**src/rtl/rs485_dir_pkg.sv**
```systemverilog
package rs485_dir_pkg;

  localparam int DLY_W_DEF = 8;

  typedef enum logic [1:0] {
    DIR_IDLE = 2'd0,
    DIR_SEND = 2'd1,
    DIR_HOLD = 2'd2
  } dir_state_e;

  // Pin level from the internal "driving" flag and the polarity bit:
  // driving -> inv, idle -> ~inv.
  function automatic logic pin_level(input logic driving, input logic inv);
    return driving ? inv : ~inv;
  endfunction

endpackage

```
**src/rtl/dir_event_decode.sv**
```systemverilog
module dir_event_decode (
  input  logic en,
  input  logic fifo_wr,
  input  logic fifo_empty,
  input  logic shifter_busy,
  input  logic stop_done,
  output logic start_evt,
  output logic rearm_evt,
  output logic end_evt
);
  always_comb begin
    start_evt = en & fifo_wr;
    rearm_evt = en & (fifo_wr | shifter_busy);
    end_evt   = en & stop_done & fifo_empty & ~fifo_wr;
  end
endmodule

```
**src/rtl/dir_delay_counter.sv**
```systemverilog
module dir_delay_counter #(
  parameter int DLY_W = rs485_dir_pkg::DLY_W_DEF
) (
  input  logic             clk,
  input  logic             rst_n,
  input  logic             clear,
  input  logic             load,
  input  logic [DLY_W-1:0] load_val,
  input  logic             count_en,
  input  logic             tick,
  output logic             expire,
  output logic             load_zero
);
  localparam logic [DLY_W-1:0] ONE = DLY_W'(1);

  logic [DLY_W-1:0] cnt_q;

  function automatic logic [DLY_W-1:0] step_down(input logic [DLY_W-1:0] v);
    return (v == '0) ? v : v - ONE;
  endfunction

  always_ff @(posedge clk or negedge rst_n) begin
    if (!rst_n)                cnt_q <= '0;
    else if (clear)            cnt_q <= '0;
    else if (load)             cnt_q <= load_val;
    else if (count_en && tick) cnt_q <= step_down(cnt_q);
  end

  always_comb begin
    expire    = count_en & tick & (cnt_q == ONE);
    load_zero = (load_val == '0);
  end
endmodule

```
**src/rtl/dir_seq_fsm.sv**
```systemverilog
module dir_seq_fsm
  import rs485_dir_pkg::*;
(
  input  logic       clk,
  input  logic       rst_n,
  input  logic       en,
  input  logic       start_evt,
  input  logic       rearm_evt,
  input  logic       end_evt,
  input  logic       delay_zero,
  input  logic       expire,
  output dir_state_e state_q,
  output logic       cnt_load,
  output logic       cnt_clear
);
  dir_state_e state_d;

  always_comb begin
    state_d = state_q;
    if (!en) begin
      state_d = DIR_IDLE;
    end else begin
      unique case (state_q)
        DIR_IDLE: if (start_evt) state_d = DIR_SEND;
        DIR_SEND: if (end_evt)   state_d = delay_zero ? DIR_IDLE : DIR_HOLD;
        DIR_HOLD: begin
          if (rearm_evt)   state_d = DIR_SEND;
          else if (expire) state_d = DIR_IDLE;
        end
        default: state_d = DIR_IDLE;
      endcase
    end
  end

  always_ff @(posedge clk or negedge rst_n) begin
    if (!rst_n) state_q <= DIR_IDLE;
    else        state_q <= state_d;
  end

  always_comb begin
    cnt_load  = (state_q == DIR_SEND) & end_evt;
    cnt_clear = ~en | ((state_q == DIR_HOLD) & rearm_evt);
  end
endmodule

```
**src/rtl/dir_pin_drive.sv**
```systemverilog
module dir_pin_drive
  import rs485_dir_pkg::*;
(
  input  logic driving,
  input  logic en,
  input  logic inv,
  output logic pin
);
  always_comb pin = pin_level(driving & en, inv);
endmodule

```
**src/rtl/rs485_dir_ctrl.sv**
```systemverilog
module rs485_dir_ctrl
  import rs485_dir_pkg::*;
#(
  parameter int DLY_W = DLY_W_DEF
) (
  input  logic             clk,
  input  logic             rst_n,
  input  logic             cfg_en,
  input  logic             cfg_inv,
  input  logic [DLY_W-1:0] cfg_delay,
  input  logic             fifo_wr,
  input  logic             fifo_empty,
  input  logic             shifter_busy,
  input  logic             stop_done,
  input  logic             baud_tick,
  output logic             dir_pin
);
  logic       start_evt_w, rearm_evt_w, end_evt_w;
  logic       expire_w, delay_zero_w, cnt_load_w, cnt_clear_w;
  dir_state_e state_w;
  logic       sending_w, holding_w, driving_w;

  dir_event_decode u_dec (
    .en(cfg_en), .fifo_wr(fifo_wr), .fifo_empty(fifo_empty),
    .shifter_busy(shifter_busy), .stop_done(stop_done),
    .start_evt(start_evt_w), .rearm_evt(rearm_evt_w), .end_evt(end_evt_w)
  );

  dir_seq_fsm u_fsm (
    .clk(clk), .rst_n(rst_n), .en(cfg_en),
    .start_evt(start_evt_w), .rearm_evt(rearm_evt_w), .end_evt(end_evt_w),
    .delay_zero(delay_zero_w), .expire(expire_w),
    .state_q(state_w), .cnt_load(cnt_load_w), .cnt_clear(cnt_clear_w)
  );

  dir_delay_counter #(.DLY_W(DLY_W)) u_cnt (
    .clk(clk), .rst_n(rst_n), .clear(cnt_clear_w), .load(cnt_load_w),
    .load_val(cfg_delay), .count_en(holding_w), .tick(baud_tick),
    .expire(expire_w), .load_zero(delay_zero_w)
  );

  always_comb begin
    sending_w = (state_w == DIR_SEND);
    holding_w = (state_w == DIR_HOLD);
    driving_w = sending_w | holding_w;
  end

  dir_pin_drive u_pin (
    .driving(driving_w), .en(cfg_en), .inv(cfg_inv), .pin(dir_pin)
  );
endmodule

```
**config.mk**
```make
export PLATFORM = sky130hd
export DESIGN_NAME = rs485_dir_ctrl
export DESIGN_NICKNAME = d
export VERILOG_FILES = /design/src/rtl/rs485_dir_pkg.sv /design/src/rtl/dir_event_decode.sv /design/src/rtl/dir_delay_counter.sv /design/src/rtl/dir_seq_fsm.sv /design/src/rtl/dir_pin_drive.sv /design/src/rtl/rs485_dir_ctrl.sv
export SDC_FILE = /design/constraint.sdc
export NUM_CORES = 1
export LEC_CHECK = 0
export BUFFER_PORTS_ARGS = -buffer_cell sky130_fd_sc_hd__buf_2
export CORE_MARGIN = 2
export CORE_UTILIZATION = 52
export CTS_CLUSTER_DIAMETER = 120
export CTS_CLUSTER_SIZE = 25
export DETAILED_ROUTE_END_ITERATION = 10
export PLACE_DENSITY = 0.77
export REMOVE_ABC_BUFFERS = 1
export SYNTH_ARGS = -nofsm -noshare
export SYNTH_HDL_FRONTEND = slang
export SYNTH_SLANG_ARGS = --single-unit
```
**constraint.sdc**
```tcl
create_clock -name clk -period 2.34 [get_ports clk]
set_clock_uncertainty 0.05 [all_clocks]
set_input_delay 0.234 -clock clk [delete_from_list [all_inputs] [get_ports clk]]
set_output_delay 0.234 -clock clk [all_outputs]
set_load 0.05 [all_outputs]
```
==> metrics.cfg <==
[yosys]
netlist_instances=87
synth_edf_count=0
ys_seq_area_share_pct=31.35
yosysTopAreaCell=dfrtp_1
ys_types=37
synth_seq_cells=10
synth_simple_gate_area_share_pct=20.38
synthFlopType=dfrtp_1
avgSynthCellArea_um2=9.175
yosys.area_share.xor_xnor_pct=3.292
netlist_area_um2=798.3
synth_compound_area_share_pct=23.82
synth_top_area_share_pct=31.35
synth_mux_area_share_pct=4.075
synth_adder_area_share_pct=10.97
synth_top_cells_by_area=dfrtp_1 (31%), ha_1 (11%), o21ai_0 (7.5%)
synth_top_family_by_area=compound AO/OA/AOI/OAI gates
synth_warnings=0
ys_async_sr_fraction_pct=100.0

[worst_hold_path]
min_from=cfg_delay[0]
min_path_type=in -> reg
hold_end=u_cnt.cnt_q[0]
whs_path_depth=3

[clock_tree]
post_cts_resized=0
htreeDepth=1
root_buffer=clkbuf_4
clkTransAtPathRegs_ns=0.06
insertion_delay_ns=0.26
cts_tree=done
cts.path.max_buffers=2
numCtsBuffers=3
cts.sinks=10

[cells_and_area]
final_area_um2=913.4
synthToLayoutAreaGrowth_pct=14.42
final_cells=120
final_cell_mix=buf_2 (17), o21ai_0 (12), dfrtp_1 (10)
final_nets=130
drive_gt1_share_pct=24.04
diodes=0
layout_commonest_cell=buf_2

[placement]
portBuffers=17
gp_congestion=0.8324
place_ws_ns=0.2833
dpl.hpwl_mm=1.304
dp_cells=116
place_area_um2=880.8

[die]
fp.dieArea_um2=1865
die_w_um=43.18
core_um2=1471
die_h_um=43.18
start_util_pct=54.25
core.rowCount=14
pin_count=18

[timing]
grt_setup_unrepaired=false
fmax_mhz=482.6
finalSetupTns_ns=0
fin_crit_ns=2.072
finalSetupViolCount=0
fin_ws_ns=0.2680
fin_crit_sh_pct=88.55
worst_slew_pin_slew_ns=0.4485
slew_headroom_pct=70.10
finalHoldViolCount=0
slew_viol_final=0

[grt]
antenna_found_initial=0
grt_use_total_pct=19.81
grt_pass1_vias=639
grt_max_degree=17
grt_pass1_wl_mm=2.663
grt-ovfl-total=0

[power]
total_power_uw=612.1
p_per_area_nw_per_um2=670.1
vdd_ir_drop_max_uv=388.7
leakage_nw=0.3835

[setup_path]
r2r_setup_slack_ns=0.27
critPathMaxFanout=6
cp.arrival_ns=2.20
r2r-end=u_cnt.cnt_q[5]
end_kind=flip-flop
criticalPathCategory=reg -> reg
start_kind=flip-flop
worst_r2r_path_depth=6
crit_required_ns=2.47
r2r_start=u_fsm.state_q[0]

[route]
viasPerCell=6.025
drc=0
antenna_left=0
drtPass1Iterations=4
vias=723
drtIter0Drc=14
drt_wl_total_mm=1.680
wl_per_cell_um=14.00

[status]
status=finished, final reports clean

[job]
drv_cap=0

==> flip-flops by register name, summed over array words and instances, names as in the netlist <==
| signal | cells |
|---|---|
| u_cnt.cnt_q | 8 |
| u_fsm.state_q | 2 |
==> what timing repair did <==
action,4_1_cts,5_1_grt
endpoints found under the hold margin,10,0
buffers inserted,0,0
hold buffers,1,0
==> cells in the mapped netlist (all sizes together), types with 2 or more instances <==
cell type / instances
o21ai: 13
dfrtp: 10
ha: 7
inv: 7
a21oi: 6
nand2: 4
a31oi: 3
nor2: 3
or4: 3
buf: 2
clkbuf: 2
mux2: 2
nand3: 2
nand4b: 2
nor4: 2
xor2: 2
==> worst max-delay path by stage <==
stage	slack [ns]	cells after the start	to	from
floorplan	0.42	6	u_cnt.cnt_q[5]	u_fsm.state_q[0]
global placement	0.35	6	u_cnt.cnt_q[5]	u_fsm.state_q[0]
detailed placement	0.28	6	u_cnt.cnt_q[5]	u_fsm.state_q[0]
CTS	0.27	6	u_cnt.cnt_q[5]	u_fsm.state_q[0]
global route	0.11	6	u_cnt.cnt_q[5]	u_fsm.state_q[0]
finish	0.27	6	u_cnt.cnt_q[5]	u_fsm.state_q[0]
==> metrics by stage <==
step           hold slack, ns  utilization, %
6_report               0.2324           62.07
5_1_grt                0.2518           62.07
4_1_cts                0.2256           62.07
3_5_place_dp          0.05121           59.86
3_3_place_gp          0.04854           59.86
2_1_floorplan         -0.1116               -
==> power by group <==
part	leakage (nW)	switching, mW	internal [mW]
sequential	0.137	0.0250	0.197
combinational	0.232	0.168	0.113
clock	0.0138	0.0502	0.0589
total	0.383	0.244	0.369
==> worst max-delay path: stages (launching register included) <==
cell and delay (ns):
dfrtp_1 0.41, inv_1 0.10, ha_1 0.28, and4bb_2 0.27
nand2_1 0.09, or4b_2 0.62, a31oi_1 0.17
==> logic make-up after synthesis <==
group | count (synthesis)
muxes | 3
buffers and inverters | 11
and+or+nand+nor | 24
xor gates and xnor gates | 3
AOI/OAI and AO/OA | 29
adders and majority gates | 7
DFF | 10
==> metal layers <==
layer  vias up  GRT usage (%)  routed length (µm)
met2        33          31.04                 773
li1        359              -                   -
met3         4          2.553                 107
met4         0          12.73                  23
met5         -              0                   0
met1       327          25.27                 776
==> cell type report <==
type                            instances  area, µm²
Multi-Input combinational cell         66      499.2
Clock buffer                            3      22.52
Fill cell                             123      558.0
Inverter                                7      26.28
Tap cell                               16      20.02
Sequential cell                        10      250.2
Timing Repair Buffer                   18      95.09
Power figures use the tool's default switching activity.
